File: config.mk
export PLATFORM = sky130hd
export DESIGN_NAME = dsp_mac_shift
export DESIGN_NICKNAME = d
export VERILOG_FILES = /design/src/rtl/dsp_mac_pkg.sv /design/src/rtl/dsp_acc_unit.sv /design/src/rtl/dsp_out_shifter.sv /design/src/rtl/dsp_wb_regs.sv /design/src/rtl/dsp_mac_shift.sv
export SDC_FILE = /design/constraint.sdc
export NUM_CORES = 2
export LEC_CHECK = 0
export BUFFER_PORTS_ARGS = -buffer_cell sky130_fd_sc_hd__buf_4
export CAP_MARGIN = 20
export CORE_ASPECT_RATIO = 0.7
export CORE_UTILIZATION = 45
export CTS_CLUSTER_DIAMETER = 60
export CTS_CLUSTER_SIZE = 16
export DETAILED_ROUTE_END_ITERATION = 12
export PLACE_DENSITY = 0.68
export SETUP_SLACK_MARGIN = 0.4
export SLEW_MARGIN = 25
export SYNTH_ARGS = -nofsm -noshare
export SYNTH_HDL_FRONTEND = slang
export SYNTH_HIERARCHICAL = 1
export SYNTH_SLANG_ARGS = --single-unit
export TNS_END_PERCENT = 1
File: constraint.sdc
create_clock -name clk -period 13 [get_ports clk]
set_input_delay 3.25 -clock clk [delete_from_list [all_inputs] [get_ports clk]]
set_output_delay 3.25 -clock clk [all_outputs]
set_load 0.02 [all_outputs]
File: src/rtl/dsp_mac_pkg.sv
package dsp_mac_pkg;
    parameter int XW      = 24;           // multiplicand width
    parameter int YW      = 13;           // coefficient width
    parameter int AW      = 26;           // accumulator width
    parameter int FRAC    = 12;           // product scale-down
    parameter int SATW    = 24;           // saturation width
    parameter int IW      = 24;           // input bus width
    parameter int FRC_W   = 13;
    parameter int FRC_RAW = 12;           // low bits kept in raw mode
    parameter int FRC_SH  = 11;
    parameter int ADR_W   = 14;
    parameter int ADR_SH  = 12;
    parameter int IN_SH   = 16;
    parameter int EF_SH   = 8;
    parameter int EF_W    = AW - EF_SH;
    parameter int PW      = XW + YW;

    typedef enum logic [1:0] {
        SH_CLAMP     = 2'd0,
        SH_DBL_CLAMP = 2'd1,
        SH_DBL_WRAP  = 2'd2,
        SH_RAW       = 2'd3
    } shift_mode_e;

    typedef struct packed {
        logic frc_ld;
        logic adr_ld;
        logic ef_wr;
    } wb_en_t;

    localparam logic signed [AW:0] SAT_HI = (AW+1)'((64'sd1 <<< (SATW-1)) - 1);
    localparam logic signed [AW:0] SAT_LO = (AW+1)'(-(64'sd1 <<< (SATW-1)));

    function automatic logic signed [AW-1:0] clamp_sat(input logic signed [AW:0] v);
        logic signed [AW:0] r;
        if (v > SAT_HI)      r = SAT_HI;
        else if (v < SAT_LO) r = SAT_LO;
        else                 r = v;
        return r[AW-1:0];
    endfunction
endpackage

File: src/rtl/dsp_acc_unit.sv
module dsp_acc_unit
    import dsp_mac_pkg::*;
(
    input  logic                 clk,
    input  logic                 rst,
    input  logic                 clr,
    input  logic                 step_en,
    input  logic signed [XW-1:0] x,
    input  logic signed [YW-1:0] y,
    input  logic signed [AW-1:0] b,
    input  logic                 zero_b,
    output logic signed [AW-1:0] acc_q
);
    logic signed [PW-1:0] prod;
    logic signed [PW-1:0] scaled;
    logic signed [AW-1:0] addend;
    logic signed [AW-1:0] acc_next;

    always_comb begin
        prod     = PW'(x) * PW'(y);
        scaled   = prod >>> FRAC;
        addend   = zero_b ? '0 : b;
        acc_next = scaled[AW-1:0] + addend;
    end

    always_ff @(posedge clk) begin
        if (rst || clr)   acc_q <= '0;
        else if (step_en) acc_q <= acc_next;
    end

    p_acc_hold_r12: assert property (@(posedge clk) disable iff (rst)
        (!clr && !step_en) |=> $stable(acc_q));
    p_acc_clear_r11: assert property (@(posedge clk) disable iff (rst)
        clr |=> (acc_q == '0));
endmodule

File: src/rtl/dsp_out_shifter.sv
module dsp_out_shifter
    import dsp_mac_pkg::*;
(
    input  logic signed [AW-1:0] acc,
    input  shift_mode_e          mode,
    output logic signed [AW-1:0] shifted
);
    logic signed [AW:0] wide;
    logic signed [AW:0] dbl;

    always_comb begin
        wide = (AW+1)'(acc);
        dbl  = wide <<< 1;
        unique case (mode)
            SH_CLAMP:     shifted = clamp_sat(wide);
            SH_DBL_CLAMP: shifted = clamp_sat(dbl);
            SH_DBL_WRAP:  shifted = dbl[AW-1:0];
            default:      shifted = acc;
        endcase
    end
endmodule

File: src/rtl/dsp_wb_regs.sv
module dsp_wb_regs
    import dsp_mac_pkg::*;
#(
    parameter int NUM_EF = 16,
    localparam int EIW   = $clog2(NUM_EF)
) (
    input  logic                     clk,
    input  logic                     rst,
    input  logic                     clr,
    input  logic                     step_en,
    input  shift_mode_e              mode,
    input  logic signed [AW-1:0]     shifted,
    input  logic signed [IW-1:0]     in_val,
    input  wb_en_t                   en,
    input  logic [EIW-1:0]           ef_idx,
    output logic signed [FRC_W-1:0]  frc_q,
    output logic signed [ADR_W-1:0]  adr_q,
    output logic [NUM_EF*EF_W-1:0]   ef_flat
);
    logic signed [AW-1:0]    frc_sh, adr_sh, ef_sh;
    logic signed [IW-1:0]    in_sh;
    logic signed [FRC_W-1:0] frc_next;
    logic signed [ADR_W-1:0] adr_next;
    logic                    go;

    always_comb begin
        go       = step_en && !clr;
        frc_sh   = shifted >>> FRC_SH;
        adr_sh   = shifted >>> ADR_SH;
        ef_sh    = shifted >>> EF_SH;
        in_sh    = in_val >>> IN_SH;
        frc_next = (mode == SH_RAW) ? FRC_W'(shifted[FRC_RAW-1:0]) : frc_sh[FRC_W-1:0];
        adr_next = (mode == SH_RAW) ? adr_sh[ADR_W-1:0] : in_sh[ADR_W-1:0];
    end

    always_ff @(posedge clk) begin
        if (rst || clr) begin
            frc_q <= '0;
            adr_q <= '0;
        end else if (go) begin
            if (en.frc_ld) frc_q <= frc_next;
            if (en.adr_ld) adr_q <= adr_next;
        end
    end

    for (genvar k = 0; k < NUM_EF; k++) begin : g_ef
        always_ff @(posedge clk) begin
            if (rst)
                ef_flat[k*EF_W +: EF_W] <= '0;
            else if (go && en.ef_wr && (ef_idx == EIW'(k)))
                ef_flat[k*EF_W +: EF_W] <= ef_sh[EF_W-1:0];
        end
    end

    p_frc_hold_r8: assert property (@(posedge clk) disable iff (rst)
        (!clr && !(step_en && en.frc_ld)) |=> $stable(frc_q));
    p_adr_hold_r9: assert property (@(posedge clk) disable iff (rst)
        (!clr && !(step_en && en.adr_ld)) |=> $stable(adr_q));
    p_adr_clear_r11: assert property (@(posedge clk) disable iff (rst)
        clr |=> (adr_q == '0 && frc_q == '0));
    p_ef_hold_r10: assert property (@(posedge clk) disable iff (rst)
        (clr || !(step_en && en.ef_wr)) |=> $stable(ef_flat));
endmodule

File: src/rtl/dsp_mac_shift.sv
module dsp_mac_shift
    import dsp_mac_pkg::*;
#(
    parameter int NUM_EF = 16,
    localparam int EIW   = $clog2(NUM_EF)
) (
    input  logic                    clk,
    input  logic                    rst,
    input  logic                    pass_clr,
    input  logic                    step_en,
    input  logic signed [XW-1:0]    x_in,
    input  logic signed [YW-1:0]    y_in,
    input  logic signed [AW-1:0]    b_in,
    input  logic                    zero_b,
    input  logic [1:0]              shift_mode,
    input  logic signed [IW-1:0]    inputs_in,
    input  logic                    frc_ld,
    input  logic                    adr_ld,
    input  logic                    ef_wr,
    input  logic [EIW-1:0]          ef_idx,
    output logic signed [AW-1:0]    acc_out,
    output logic signed [AW-1:0]    shifted_out,
    output logic signed [FRC_W-1:0] frc_out,
    output logic signed [ADR_W-1:0] adr_out,
    output logic [NUM_EF*EF_W-1:0]  ef_out
);
    shift_mode_e mode;
    wb_en_t      wb_en;

    always_comb begin
        mode  = shift_mode_e'(shift_mode);
        wb_en = '{frc_ld: frc_ld, adr_ld: adr_ld, ef_wr: ef_wr};
    end

    dsp_acc_unit u_acc (
        .clk(clk), .rst(rst), .clr(pass_clr), .step_en(step_en),
        .x(x_in), .y(y_in), .b(b_in), .zero_b(zero_b), .acc_q(acc_out)
    );

    dsp_out_shifter u_shift (
        .acc(acc_out), .mode(mode), .shifted(shifted_out)
    );

    dsp_wb_regs #(.NUM_EF(NUM_EF)) u_wb (
        .clk(clk), .rst(rst), .clr(pass_clr), .step_en(step_en),
        .mode(mode), .shifted(shifted_out), .in_val(inputs_in),
        .en(wb_en), .ef_idx(ef_idx),
        .frc_q(frc_out), .adr_q(adr_out), .ef_flat(ef_out)
    );

    p_sat_range_r4: assert property (@(posedge clk) disable iff (rst)
        (shift_mode == 2'd0) |-> ((AW+1)'(shifted_out) <= SAT_HI && (AW+1)'(shifted_out) >= SAT_LO));
    p_sat_range_r5: assert property (@(posedge clk) disable iff (rst)
        (shift_mode == 2'd1) |-> ((AW+1)'(shifted_out) <= SAT_HI && (AW+1)'(shifted_out) >= SAT_LO));
    p_raw_pass_r7: assert property (@(posedge clk) disable iff (rst)
        (shift_mode == 2'd3) |-> (shifted_out == acc_out));
endmodule

Word level (Yosys, flattened, before mapping)
Cells that the tools add are included.
- bits in registers: 341
- input port bits: 101
- output and inout bits: 367
- logic and storage cells: 75
- add/sub/neg operators: 1
- multipliers: 1
- magnitude comparators: 4
- eq/ne operators: 18
- multiplexer cells: 8
- reductions and logical operators: 24
- operator list (kind ; count):
    2-to-1 mux 26 bit ; 5
    one-hot mux 26 bit (3 select lines) ; 1
    multiplier 24 x 13 -> 37 bit ; 1
    equality test 4 bit, second input constant ; 8
    > comparator 27 x 24 -> 1 bit, second input constant ; 1
    less-than comparator 27 x 24 -> 1 bit, second input constant ; 1
    adder 26 bit ; 1
    > comparator 26 x 24 -> 1 bit, second input constant ; 1
    less-than comparator 26 x 24 -> 1 bit, second input constant ; 1
    logical AND 1 bit ; 18
    equality test 4 x 3 -> 1 bit, second input constant ; 4
    2-to-1 mux 14 bit ; 1
    2-to-1 mux 13 bit ; 1
    equality test 4 x 2 -> 1 bit, second input constant ; 2
    equality test 2 bit, second input constant ; 2
    equality test 4 x 1 -> 1 bit, second input constant ; 1
    zero test 4 bit ; 1
    AND reduction 2 bit ; 2
    equality test 2 x 1 -> 1 bit, second input constant ; 1
    zero test 2 bit ; 1
    zero test 1 bit ; 1
    logical OR 1 bit ; 1

Logic depth before layout (Yosys ltp)
- word-level depth: 5
- depth in mapped cells: 32
- depth with buffers taken out: 31

Cells and area by module
The synthesis kept the hierarchy.
- modules (own cells, without submodules) (module ; instances ; cells an instance ; area each (um2) ; seq. area each (um2)):
    dsp_acc_unit ; 1 ; 1395 ; 12525.8 ; 520.5
    dsp_wb_regs ; 1 ; 1152 ; 12391.9 ; 6306.0
    dsp_out_shifter ; 1 ; 193 ; 1164.9 ; 0.0

Worst setup path after synthesis
OpenSTA, ideal clock, no wires.
- path type: in2reg
- from: input port x_in[1]
- to: register u_acc.acc_q[25]
- library setup time: 142 ps
- arrival: 10396 ps
- data required time: 12858 ps
- setup slack: 2462 ps
- stages on the path: 29
- buffers on the path: 1
- cells stage by stage: clkbuf_1 -> nand2_1 -> fa_1 -> fa_1 -> inv_1 -> fa_1 -> fa_1 -> fa_1 -> fa_1 -> ha_1 -> a211oi_2 -> nand2_1 -> a211oi_2 -> o41ai_2 -> nand3_1 -> a21boi_1 -> o41a_1 -> a21oi_1 -> xnor2_1 -> ha_1 -> a21o_1 -> a211o_1 -> a311oi_2 -> o311ai_1 -> a31oi_1 -> o21a_1 -> mux2i_1 -> a21o_1 -> a31oi_1
- cells in the longest elaborated chain, start to end: 2
- RTL lines (element ; line ; text):
    start, declared ; dsp_mac_shift.sv:11 ; input logic signed [XW-1:0] x_in,
    multiplier 24 x 13 -> 37 bit ; dsp_acc_unit.sv:20 ; prod = PW'(x) * PW'(y);
    adder 26 bit ; dsp_acc_unit.sv:23 ; acc_next = scaled[AW-1:0] + addend;
    end signal, assigned ; dsp_acc_unit.sv:28 ; else if (step_en) acc_q <= acc_next;
    end, declared ; dsp_acc_unit.sv:12 ; output logic signed [AW-1:0] acc_q
Every way passes these cells.
A chain may end at the register's enable or synchronous reset.

Worst setup path in the final report
- from: input port y_in[12]
- to: register u_acc.acc_q[25]
- cells in the longest elaborated chain, start to end: 2
- RTL lines (element ; line ; text):
    start, declared ; dsp_mac_shift.sv:12 ; input logic signed [YW-1:0] y_in,
    multiplier 24 x 13 -> 37 bit ; dsp_acc_unit.sv:20 ;
    adder 26 bit ; dsp_acc_unit.sv:23 ;
Every way passes these cells.

==> summary.txt <==
GR Util met1 -> 37.3%
Total setup violations reported at the end of the flow -> 0
Number of H-tree levels -> 1
RSZ-0062 raised after global routing -> no
Clock tree from TritonCTS -> built
Routed vias/inst -> 5.40
Synthesized-area fraction occupied by adder cells -> 27.0%
Count of unresolved DRC violations after routing -> 0
Tot GR Track Use -> 27.0%
Count of input and output buffers -> 451
Number of global-route vias before repair -> 21,100
GR Util met3 -> 3.83%
Wire length of the first global-routing pass -> 123,000 um
Cell type with the highest occurrence count on the critical path -> fa_1
Final slew viol count -> 0
Cell area after synthesis -> 26,100 sq um
Ports -> 468
Number of antenna violations at the first check in global routing -> 1
Number of buffers created by CTS -> 26
Vias after detailed routing -> 20,500
Critical path start-end classification -> in2reg
Cell count after synthesis -> 2,740
Busiest grt layer -> met2
Count of cell types in the netlist -> 83
Placeable core region -> 57,000 sq um
Net count reported at finish -> 3,537
Launch point of the worst path -> y_in[12]
Total Negative Setup Slacks -> 0 ns
Fraction of the mapped netlist area in simple logic gates -> 19.3%
Drt initial violations -> 1,593
Max clock buf depth -> 3
Count of flip-flops with a built-in enable after synthesis -> 0
Count of hold-fix buffers inserted at cts -> 0
Cells resized by post-CTS repair -> 0
Clock root buffer -> clkbuf_16
Status -> finished clean
Data arrival time of the worst path -> 11.93 ns
Share of the yosys chip area belonging to registers -> 26.2%
Async set-or-reset flop fraction in the synthesized netlist -> 0%
Origin of the critical flop-to-flop path -> u_acc/acc_q[23]$_SDFFE_PP0P_
Synthesized netlist net count -> 3,233
HPWL Detailed -> 61,200 um
Biggest area contributors in the synthesized netlist -> dfxtp_1 (26%), fa_1 (22%), mux2i_1 (12%)
Total of max-cap violations -> 0
Final wirelength -> 80,600 um
Fmax -> 86.7 MHz
Antenna Nets Post-Route -> 0
Xor/xnor cell area share of the yosys netlist -> 1.61%
Vertical die dimension -> 203 um
Clock latency on the worst-skew pair -> 0.55 ns
Routability congestion estimate -> 0.896
Stage delay of the slowest cell on the critical path -> 0.71 ns
Worst slew slack as a fraction of its limit -> 26.7%
Kind of start point of the critical path -> input port
Syn-to-layout area delta -> 16.5%
Initial standard-cell utilization of the core -> 45.8%
Compound-Gate Fraction of Synth Area -> 7.36%
Largest family of logic cells by synthesized area -> adder cells
Ranking of synthesized cells by instance count -> dfxtp_1 (341), nand2b_1 (316), mux2i_1 (302)
Portion of netlist area occupied by mux cells -> 11.7%
Tmin final -> 11.53 ns
Post-CTS setup buffer count -> 0
Met2 Track Usage GR -> 43.1%
Die width -> 290 um
Crit path max fanout -> 18
Number of failing hold endpoints at the final stage -> 0
Area of the die -> 58,900 sq um
Clk slew on worst S/H paths -> 0.07 ns
Worst Setup End Kind -> flip-flop
Detailed-router iteration count before antenna repair -> 8
Tcrit/Tclk final -> 88.7%
Cell with the most instances after synthesis -> dfxtp_1
Largest clock skew in the final design -> 0.0235 ns
Clock Sinks -> 341
Data required time at the worst endpoint -> 13.40 ns
Proportion of netlist area held by the largest area contributor -> 26.2%
Number of storage elements in the synthesis netlist -> 341
# rows -> 73
Startpoint of the tightest hold check path -> u_wb/ef_flat[23]$_SDFFE_PP0P_
Transition time at the pin with the least slew margin -> 1.10 ns
Average instance area after synthesis -> 9.52 sq um
Slowest cell on crit path -> o21ai_0
Pin count of the biggest net entering global routing -> 150
Routed length per instance -> 21.2 um
Top_reg_cell synth -> dfxtp_1
Count of yosys warnings during synthesis -> 6
Largest area contributor in the synthesized netlist -> dfxtp_1
Share of post-route cells with drive strength above 1 -> 17.8%
Min-Delay Path Class -> reg2reg
Gr ovfl total -> 0
==> path summary, 6_finish.rpt <==
| kind | end | cells after the start | slack (ns) |
|---|---|---|---|
| worst min register to register | u_wb/ef_flat[23]$_SDFFE_PP0P_ | 2 | 0.48 |
| worst min-delay path | u_wb/ef_flat[23]$_SDFFE_PP0P_ | 2 | 0.48 |
| worst max register to register | u_wb/ef_flat[46]$_SDFFE_PP0P_ | 6 | 9.32 |
| worst max-delay path | u_acc/acc_q[25]$_SDFFE_PP0P_ | 26 | 1.47 |
==> kinds of logic after synthesis <==
family,Yosys count
adder cells (fa/ha/maj),392
buffers and inverters,432
AO/OA/AOI/OAI,276
flip-flops,341
multiplexers,304
AND/OR/NAND/NOR,947
XOR/XNOR,48
==> layout by cell type, fill, tap and decap left out, drive strengths merged, types with 30 or more instances in the layout <==
master / Yosys / layout
fa: 283 / 283
nor2b: 31 / 31
nand2: 255 / 255
inv: 238 / 239
nand2b: 316 / 316
buf: 57 / 469
nor2: 117 / 117
nor3: 30 / 30
o21ai: 54 / 54
and2: 128 / 128
dfxtp: 341 / 341
mux2i: 302 / 302
a21oi: 88 / 88
xnor2: 32 / 32
ha: 109 / 109
==> registers in the layout, summed over array words and instances, names as in the netlist <==
signal        cells
u_acc/acc_q      26
u_wb/adr_q       14
u_wb/ef_flat    288
u_wb/frc_q       13
==> worst max-delay path, delay by kind of cell <==
kind	cells	cell delay [ns]
fa+ha+maj	8	3.39
compound gates	9	2.62
simple gates	5	1.39
buf+inv	2	0.87
mux	1	0.23
xor+xnor	1	0.16
==> layout make-up <==
| type | instances | area, sq um |
|---|---|---|
| clock buffer | 27 | 676 |
| timing repair buffer | 469 | 3520 |
| multi-input combinational | 1967 | 17500 |
| clock inverter | 4 | 60.1 |
| sequential | 341 | 6830 |
| inverter | 239 | 897 |
| fill | 5192 | 26600 |
| antenna | 1 | 2.50 |
| tap | 750 | 938 |
==> through the flow <==
step                      setup slack (ns)  util [%]  hold WS [ns]  instance area [sq um]  std cells
after floorplan                       2.46         -         0.546                  26100       2740
after global placement                1.19      52.0         0.461                  29600       3766
after detailed placement              1.20      52.0         0.464                  29600       3766
after CTS                             1.69      53.3         0.479                  30400       3797
after global routing                  1.10      53.3         0.494                  30400       3797
final                                 1.47      53.3         0.478                  30400       3798
==> metal layers <==
metal	up-vias	share of wire [%]	routed length, um
li1	9382	-	-
met1	10200	44	35300
met2	746	46	37000
met3	156	6.5	5200
met4	0	3.8	3100
met5	-	0	0
Power is not shown: default switching activity piles up to over one toggle a cycle in this logic, so the estimate is an artifact.
